===== config.mk =====
export PLATFORM = sky130hd
export DESIGN_NAME = spi_cfg_regfile
export DESIGN_NICKNAME = d
export VERILOG_FILES = /design/src/rtl/spi_cfg_pkg.sv /design/src/rtl/spi_cfg_decode.sv /design/src/rtl/spi_cfg_status.sv /design/src/rtl/spi_cfg_clkkey.sv /design/src/rtl/spi_cfg_seqop.sv /design/src/rtl/spi_cfg_regfile.sv
export SDC_FILE = /design/constraint.sdc
export NUM_CORES = 1
export LEC_CHECK = 0
export BUFFER_PORTS_ARGS = -buffer_cell sky130_fd_sc_hd__buf_2
export CORE_MARGIN = 2
export CORE_UTILIZATION = 50
export DETAILED_ROUTE_END_ITERATION = 12
export PLACE_DENSITY = 0.74
export SETUP_SLACK_MARGIN = 0.1
export SLEW_MARGIN = 20
export SYNTH_ARGS = -nofsm -noshare
export SYNTH_HDL_FRONTEND = slang
export SYNTH_SLANG_ARGS = --single-unit

===== constraint.sdc =====
create_clock -name clk -period 2.1 [get_ports clk]
set_input_delay 0.21 -clock clk [delete_from_list [all_inputs] [get_ports clk]]
set_output_delay 0.21 -clock clk [all_outputs]
set_load 0.05 [all_outputs]

===== src/rtl/spi_cfg_pkg.sv =====
package spi_cfg_pkg;
  localparam int unsigned DATA_W   = 64;
  localparam int unsigned NUM_REGS = 9;

  typedef enum logic [3:0] {
    IDX_ERR  = 4'd0,
    IDX_CTR  = 4'd1,
    IDX_CFG1 = 4'd2,
    IDX_CLK  = 4'd3,
    IDX_MMAP = 4'd4,
    IDX_TXD  = 4'd5,
    IDX_RXD  = 4'd6,
    IDX_SEQ  = 4'd7,
    IDX_STAT = 4'd8
  } reg_idx_e;

  localparam int unsigned ST_RX_FULL = 63;
  localparam int unsigned ST_RX_OVR  = 62;
  localparam int unsigned ST_TX_FULL = 61;
  localparam int unsigned ST_TX_UND  = 60;
  localparam int unsigned ST_TX_OVR  = 59;

  typedef struct packed {
    logic rx_full;
    logic rx_ovr;
    logic tx_full;
    logic tx_und;
    logic tx_ovr;
  } stat_t;
endpackage


===== src/rtl/spi_cfg_decode.sv =====
module spi_cfg_decode #(
  parameter int unsigned ADDR_W = 8,
  localparam int unsigned IDX_W = ADDR_W - 3
) (
  input  logic                                bus_vld,
  input  logic                                bus_wr,
  input  logic [ADDR_W-1:0]                   bus_addr,
  output logic [IDX_W-1:0]                    idx,
  output logic [spi_cfg_pkg::NUM_REGS-1:0]    wr_sel,
  output logic [spi_cfg_pkg::NUM_REGS-1:0]    rd_sel,
  output logic                                rd_miss
);
  logic [2:0] unused_byte_lane;

  assign unused_byte_lane = bus_addr[2:0];
  assign idx              = bus_addr[ADDR_W-1:3];

  for (genvar i = 0; i < int'(spi_cfg_pkg::NUM_REGS); i++) begin : g_sel
    assign wr_sel[i] = bus_vld &  bus_wr & (idx == IDX_W'(i));
    assign rd_sel[i] = bus_vld & ~bus_wr & (idx == IDX_W'(i));
  end

  assign rd_miss = bus_vld & ~bus_wr & ~(|rd_sel);
endmodule


===== src/rtl/spi_cfg_status.sv =====
module spi_cfg_status
  import spi_cfg_pkg::*;
(
  input  logic  clk,
  input  logic  rst_n,
  input  logic  rd_rxd,
  input  logic  wr_txd,
  input  logic  wr_stat,
  input  logic  wd_rx_ovr,
  input  logic  wd_tx_ovr,
  input  logic  rx_load,
  input  logic  tx_take,
  output stat_t stat_q,
  output logic  rx_accept,
  output logic  tx_accept,
  output logic  tx_busy
);
  stat_t stat_d;
  logic  stat_en;

  assign rx_accept = rx_load & (~stat_q.rx_full | rd_rxd);
  assign tx_accept = wr_txd & ~stat_q.tx_full;
  assign tx_busy   = wr_txd &  stat_q.tx_full;
  assign stat_en   = rd_rxd | wr_txd | wr_stat | rx_load | tx_take;

  always_comb begin
    stat_d = stat_q;
    if (rx_accept)   stat_d.rx_full = 1'b1;
    else if (rd_rxd) stat_d.rx_full = 1'b0;

    stat_d.rx_ovr = (wr_stat ? wd_rx_ovr : stat_q.rx_ovr) | (rx_load & ~rx_accept);

    if (tx_accept)    stat_d.tx_full = 1'b1;
    else if (tx_take) stat_d.tx_full = 1'b0;

    if (tx_accept)                          stat_d.tx_und = 1'b0;
    else if (tx_take && !stat_q.tx_full)    stat_d.tx_und = 1'b1;

    if (wr_stat) stat_d.tx_ovr = wd_tx_ovr;
  end

  always_ff @(posedge clk or negedge rst_n) begin
    if (!rst_n)       stat_q <= '0;
    else if (stat_en) stat_q <= stat_d;
  end

  AST_RX_OVR_ON_FULL: assert property (@(posedge clk) disable iff (!rst_n)
    (rx_load && stat_q.rx_full && !rd_rxd) |=> stat_q.rx_ovr);
  AST_TX_UND_ON_EMPTY: assert property (@(posedge clk) disable iff (!rst_n)
    (tx_take && !stat_q.tx_full && !wr_txd) |=> (stat_q.tx_und && !stat_q.tx_full));
  AST_RX_READ_LOAD: assert property (@(posedge clk) disable iff (!rst_n)
    (rx_load && rd_rxd) |=> (stat_q.rx_full && $stable(stat_q.rx_ovr)));
endmodule


===== src/rtl/spi_cfg_clkkey.sv =====
module spi_cfg_clkkey #(
  parameter int unsigned         DATA_W  = 64,
  parameter int unsigned         KEY_W   = 4,
  parameter logic [DATA_W-1:0]   RST_VAL = '0,
  parameter logic [KEY_W-1:0]    KEY_ARM = 4'h5,
  parameter logic [KEY_W-1:0]    KEY_HIT = 4'hA
) (
  input  logic              clk,
  input  logic              rst_n,
  input  logic              wr_en,
  input  logic [DATA_W-1:0] wdata,
  output logic [DATA_W-1:0] q
);
  logic              key_match;
  logic [DATA_W-1:0] d;

  assign key_match = (q[KEY_W-1:0] == KEY_ARM) && (wdata[KEY_W-1:0] == KEY_HIT);
  assign d         = key_match ? RST_VAL : wdata;

  always_ff @(posedge clk or negedge rst_n) begin
    if (!rst_n)     q <= RST_VAL;
    else if (wr_en) q <= d;
  end

  AST_KEY_RESTORES: assert property (@(posedge clk) disable iff (!rst_n)
    (wr_en && q[KEY_W-1:0] == KEY_ARM && wdata[KEY_W-1:0] == KEY_HIT) |=> (q == RST_VAL));
endmodule


===== src/rtl/spi_cfg_seqop.sv =====
module spi_cfg_seqop #(
  parameter int unsigned DATA_W = 64,
  localparam int unsigned NUM_OPS = DATA_W / 8
) (
  input  logic              clk,
  input  logic              rst_n,
  input  logic              wr_en,
  input  logic [DATA_W-1:0] wdata,
  output logic [DATA_W-1:0] ops
);
  logic [7:0] op_q [NUM_OPS];

  for (genvar k = 0; k < int'(NUM_OPS); k++) begin : g_op
    always_ff @(posedge clk or negedge rst_n) begin
      if (!rst_n)     op_q[k] <= '0;
      else if (wr_en) op_q[k] <= wdata[DATA_W-1-8*k -: 8];
    end
    assign ops[DATA_W-1-8*k -: 8] = op_q[k];
  end
endmodule


===== src/rtl/spi_cfg_regfile.sv =====
module spi_cfg_regfile
  import spi_cfg_pkg::*;
#(
  parameter int unsigned       ADDR_W      = 8,
  parameter logic [63:0]       CLK_RST_VAL = 64'h0000_00F0_0000_0800
) (
  input  logic              clk,
  input  logic              rst_n,
  input  logic              bus_vld,
  input  logic              bus_wr,
  input  logic [ADDR_W-1:0] bus_addr,
  input  logic [63:0]       bus_wdata,
  output logic              rd_vld,
  output logic [63:0]       rd_data,
  output logic              rd_err,
  output logic              busy_err,
  input  logic              rx_load,
  input  logic [63:0]       rx_data,
  input  logic              tx_take,
  output logic [63:0]       tx_data,
  output logic [63:0]       seq_ops,
  output logic [63:0]       clk_cfg
);
  localparam int unsigned IDX_W = ADDR_W - 3;

  logic [IDX_W-1:0]    idx;
  logic [NUM_REGS-1:0] wr_sel;
  logic [NUM_REGS-1:0] rd_sel;
  logic                rd_miss;
  logic                rd_req;

  stat_t       stat_q;
  logic        rx_accept, tx_accept, tx_busy;
  logic [63:0] stat_word;

  logic [63:0] err_q, ctr_q, cfg1_q, mmap_q, txd_q, rxd_q;
  logic [63:0] rxd_d;
  logic        rxd_en;
  logic [63:0] rd_mux;

  assign rd_req = bus_vld & ~bus_wr;

  spi_cfg_decode #(.ADDR_W(ADDR_W)) u_decode (
    .bus_vld (bus_vld),
    .bus_wr  (bus_wr),
    .bus_addr(bus_addr),
    .idx     (idx),
    .wr_sel  (wr_sel),
    .rd_sel  (rd_sel),
    .rd_miss (rd_miss)
  );

  spi_cfg_status u_status (
    .clk      (clk),
    .rst_n    (rst_n),
    .rd_rxd   (rd_sel[IDX_RXD]),
    .wr_txd   (wr_sel[IDX_TXD]),
    .wr_stat  (wr_sel[IDX_STAT]),
    .wd_rx_ovr(bus_wdata[ST_RX_OVR]),
    .wd_tx_ovr(bus_wdata[ST_TX_OVR]),
    .rx_load  (rx_load),
    .tx_take  (tx_take),
    .stat_q   (stat_q),
    .rx_accept(rx_accept),
    .tx_accept(tx_accept),
    .tx_busy  (tx_busy)
  );

  spi_cfg_clkkey #(.DATA_W(DATA_W), .RST_VAL(CLK_RST_VAL)) u_clkkey (
    .clk  (clk),
    .rst_n(rst_n),
    .wr_en(wr_sel[IDX_CLK]),
    .wdata(bus_wdata),
    .q    (clk_cfg)
  );

  spi_cfg_seqop #(.DATA_W(DATA_W)) u_seqop (
    .clk  (clk),
    .rst_n(rst_n),
    .wr_en(wr_sel[IDX_SEQ]),
    .wdata(bus_wdata),
    .ops  (seq_ops)
  );

  // plain read/write registers
  always_ff @(posedge clk or negedge rst_n) begin
    if (!rst_n) begin
      err_q  <= '0;
      ctr_q  <= '0;
      cfg1_q <= '0;
      mmap_q <= '0;
    end else begin
      if (wr_sel[IDX_ERR])  err_q  <= bus_wdata;
      if (wr_sel[IDX_CTR])  ctr_q  <= bus_wdata;
      if (wr_sel[IDX_CFG1]) cfg1_q <= bus_wdata;
      if (wr_sel[IDX_MMAP]) mmap_q <= bus_wdata;
    end
  end

  // transmit hold register: refused while full
  always_ff @(posedge clk or negedge rst_n) begin
    if (!rst_n)         txd_q <= '0;
    else if (tx_accept) txd_q <= bus_wdata;
  end

  // receive hold register: sequencer load wins over a bus write
  assign rxd_en = rx_accept | wr_sel[IDX_RXD];
  assign rxd_d  = rx_accept ? rx_data : bus_wdata;

  always_ff @(posedge clk or negedge rst_n) begin
    if (!rst_n)      rxd_q <= '0;
    else if (rxd_en) rxd_q <= rxd_d;
  end

  always_comb begin
    stat_word             = '0;
    stat_word[ST_RX_FULL] = stat_q.rx_full;
    stat_word[ST_RX_OVR]  = stat_q.rx_ovr;
    stat_word[ST_TX_FULL] = stat_q.tx_full;
    stat_word[ST_TX_UND]  = stat_q.tx_und;
    stat_word[ST_TX_OVR]  = stat_q.tx_ovr;
  end

  always_comb begin
    case (idx)
      IDX_W'(IDX_ERR):  rd_mux = err_q;
      IDX_W'(IDX_CTR):  rd_mux = ctr_q;
      IDX_W'(IDX_CFG1): rd_mux = cfg1_q;
      IDX_W'(IDX_CLK):  rd_mux = clk_cfg;
      IDX_W'(IDX_MMAP): rd_mux = mmap_q;
      IDX_W'(IDX_TXD):  rd_mux = txd_q;
      IDX_W'(IDX_RXD):  rd_mux = rxd_q;
      IDX_W'(IDX_SEQ):  rd_mux = seq_ops;
      IDX_W'(IDX_STAT): rd_mux = stat_word;
      default:          rd_mux = '1;
    endcase
  end

  // response stage
  always_ff @(posedge clk or negedge rst_n) begin
    if (!rst_n) begin
      rd_vld   <= 1'b0;
      rd_err   <= 1'b0;
      busy_err <= 1'b0;
    end else begin
      rd_vld   <= rd_req;
      rd_err   <= rd_miss;
      busy_err <= tx_busy;
    end
  end

  always_ff @(posedge clk or negedge rst_n) begin
    if (!rst_n)      rd_data <= '0;
    else if (rd_req) rd_data <= rd_mux;
  end

  assign tx_data = txd_q;

  AST_RD_ONE_LATER: assert property (@(posedge clk) disable iff (!rst_n)
    rd_req |=> rd_vld);
  AST_MISS_ALL_ONES: assert property (@(posedge clk) disable iff (!rst_n)
    rd_err |-> (rd_vld && rd_data == '1));
  AST_TX_NO_OVERWRITE: assert property (@(posedge clk) disable iff (!rst_n)
    (wr_sel[IDX_TXD] && tx_busy) |=> ($stable(tx_data) && busy_err));
  AST_TX_ACCEPT_SETS: assert property (@(posedge clk) disable iff (!rst_n)
    tx_accept |=> (stat_q.tx_full && !stat_q.tx_und));
endmodule


==> flow_metrics.py <==
metrics = {
    "route": {
        "ant_nets": 0,
        "wl_per_cell_microns": 27.1,
        "wl_microns": 87200,
        "firstDrtPassIters": 6,
        "dr_total_vias": 19926,
        "drt_iter0_markers": 1688,
        "via_per_inst": 6.19,
        "drc": 0,
    },
    "global_routing": {
        "use_met1_pct": 42.6,
        "track_usage_pct": 32.5,
        "antenna_found_initial": 2,
        "first_global_vias": 20768,
        "overflow": 0,
        "grt_use_met2_pct": 52.6,
        "busiest_layer": "met2",
        "grt_pass1_wl_microns": 130000,
        "grt_max_degree": 79,
        "grt_util_met3_pct": 7.66,
    },
    "clock_tree": {
        "cts_setup_buffers": 0,
        "cts_resized": 0,
        "clock_latency_ns": 0.62,
        "h-tree-depth": 2,
        "cts_tree": "built",
        "cts_hold_buf": 131,
        "cts_root_buf": "clkbuf_16",
        "cts_sinks": 584,
        "clk_pin_slew_ns": 0.06,
        "clockBufferDepth": 3,
        "cts_made_buffers": 59,
    },
    "placement": {
        "pre_cts_slack_ns": -0.0535,
        "port_buffers": 397,
        "hpwl_microns": 57600,
        "gp_congestion": 0.850,
        "placed_cell_area_sq_mm": 0.0299,
        "dp_cells": 2986,
    },
    "timing": {
        "fin_crit_sh_pct": 85.3,
        "rsz0062_at_grt": "false",
        "relSlewSlack_pct": 54.3,
        "timing.hold.ws_ns": 0.0638,
        "setup_slack_ns": 0.308,
        "fin_skew_ns": 0.0230,
        "layout_min_cycle_time_ns": 1.79,
        "fmaxAchievable_mhz": 558,
        "tightestPinTransition_ns": 0.679,
        "hold_viol_final": 0,
        "slew_violations": 0,
        "fin_setup_tns_ns": 0,
        "finalSetupViolCount": 0,
    },
    "yosys": {
        "synth_compound_area_share_pct": 9.18,
        "synth_top_family_by_area": "multiplexers",
        "muxShareOfSynthArea_pct": 27.9,
        "async_flop_share_pct": 100,
        "synthAdderAreaFrac_pct": 0,
        "synth_ff_type": "dfrtp_1",
        "ys_ff_latch": 584,
        "yosysWarnings": 0,
        "netlist_instances": 1905,
        "syn_nets": 2047,
        "yosysSeqAreaShare_pct": 56.5,
        "synth-edff-count": 0,
        "avgSynthCellArea_sq_um": 13.6,
        "synth_cell_types": 58,
        "synth_xor_area_share_pct": 0,
        "syn_area_sq_mm": 0.0259,
        "synth-simple-area-share_pct": 3.82,
    },
    "floorplan": {
        "rows": 83,
        "core_area_sq_mm": 0.0512,
        "die_h_microns": 231,
        "design.die.area_sq_mm": 0.0535,
        "io_pins": 401,
        "start_util_pct": 50.5,
        "dieWidth_microns": 231,
    },
    "cells_and_area": {
        "final_area_sq_mm": 0.0331,
        "fin_nets": 2640,
        "fin_util_pct": 64.6,
        "layout-drive-gt1-share_pct": 47.3,
        "final_cell_mix": "dfrtp_1, mux2_2, buf_2, dlygate4sd3_1, nor2_1",
        "area_delta_synth_final_pct": 27.9,
        "final_cells": 3221,
        "layout_commonest_cell": "dfrtp_1",
    },
    "setup_path": {
        "crit_type": "primary input to flop",
        "crit_arrival_ns": 2.29,
        "crit_fanout": 13,
        "start_kind": "primary input",
        "endpoint_kind": "flop",
        "crit_required_ns": 2.60,
    },
    "run": {
        "cap_violations": 0,
    },
    "power_and_ir_drop": {
        "p_total_mw": 30.8,
        "irDropWorstVdd_uv": 657,
        "power_density_mw_per_mm2": 932,
        "leakage_nw": 16.1,
    },
    "outcome": {
        "run_status": "complete, no violations",
    },
    "hold_path": {
        "min_path_type": "primary input to flop",
    },
}
-- layer usage --
| metal | vias to the layer above | part of all wire [%] |
|---|---|---|
| met3 | 228 | 8.7 |
| met5 | - | 0.029 |
| met2 | 1014 | 48 |
| li1 | 8318 | - |
| met1 | 10362 | 40 |
| met4 | 4 | 4.1 |
-- area by class of cell --
type                       count  area (sq um)
sequential                   584         14600
clock buffer                  84          1670
clock inverter                19           139
fill                        3688         18100
tap                          680           851
inverter                       5          21.3
timing repair buffer         673          5000
multi-input combinational   1175         10800
antenna                        1          2.50
-- registers in the layout, summed over array words and instances (netlist names) --
name / cells
u_clkkey.q: 64
err_q: 64
u_seqop.ops: 64
tx_data: 64
cfg1_q: 64
mmap_q: 64
rd_data: 64
u_status.stat_q: 5
busy_err: 1
rxd_q: 64
rd_vld: 1
ctr_q: 64
rd_err: 1
-- worst max-delay path, cell delays in order --
cell and delay, ns:
buf_2 0.13, buf_4 0.19, or3_1 0.46, buf_4 0.17, nor3_1 0.16, buf_4 0.15
mux2i_1 0.19, o31ai_1 0.08, dlygate4sd3_1 0.55
-- power by group --
group	total (mW)	internal, mW	leakage (nW)	switching [mW]
registers	14.0	12.9	7.52	1.11
logic	6.77	2.53	7.66	4.25
clock network	10.1	5.63	0.897	4.43
-- cell usage after synthesis (3+ instances only) --
cell         n  area (sq um)
nand2b_1     3          18.8
a31oi_1     45           282
nor4_1       6          37.5
nor3_1       5          25.0
a22o_1      61           534
a222oi_1     4          40.0
o22ai_1     23           144
mux2i_1    102          1020
o32a_1       3          30.0
buf_1       12          45.0
mux2_2     528          5950
and3_1       9          56.3
clkbuf_1    60           225
nand2_1     15          56.3
a21o_1       4          30.0
dfrtp_1    579         14500
o22a_1       5          43.8
a41oi_1      3          26.3
a221oi_1    59           517
mux2_1      17           191
and2_1       5          31.3
a2111oi_0    5          43.8
or3b_2       3          26.3
dfstp_2      5           131
inv_1        5          18.8
nor2_1     119           447
or4b_2       3          30.0
buf_6        6          67.6
a21oi_1     78           390
buf_2       63           315
a22oi_1     26           195
o21ai_0      6          30.0
nand3_1      3          15.0
nor3_2       3          30.0
or4_1        3          22.5
-- worst paths after layout --
check | startpoint | to | slack, ns | depth (start not counted)
worst max-delay path | bus_addr[7] | u_status.stat_q[3] | 0.31 | 9
worst min-delay path | bus_wdata[3] | u_clkkey.q[3] | 0.06 | 3
worst max register to register | u_status.stat_q[2] | tx_data[12] | 0.41 | 4
worst min register to register | err_q[46] | err_q[46] | 0.49 | 1
max in group asynchronous | rst_n | u_seqop.ops[36] | 1.12 | 3
min in group asynchronous | rst_n | tx_data[61] | 0.13 | 2
-- cells by family after synthesis --
logic type,count (synthesis)
muxes,649
DFF,584
and+or+nand+nor,196
AOI/OAI and AO/OA,330
buffers and inverters,146
No activity file was read; power rests on OpenSTA's default activity.
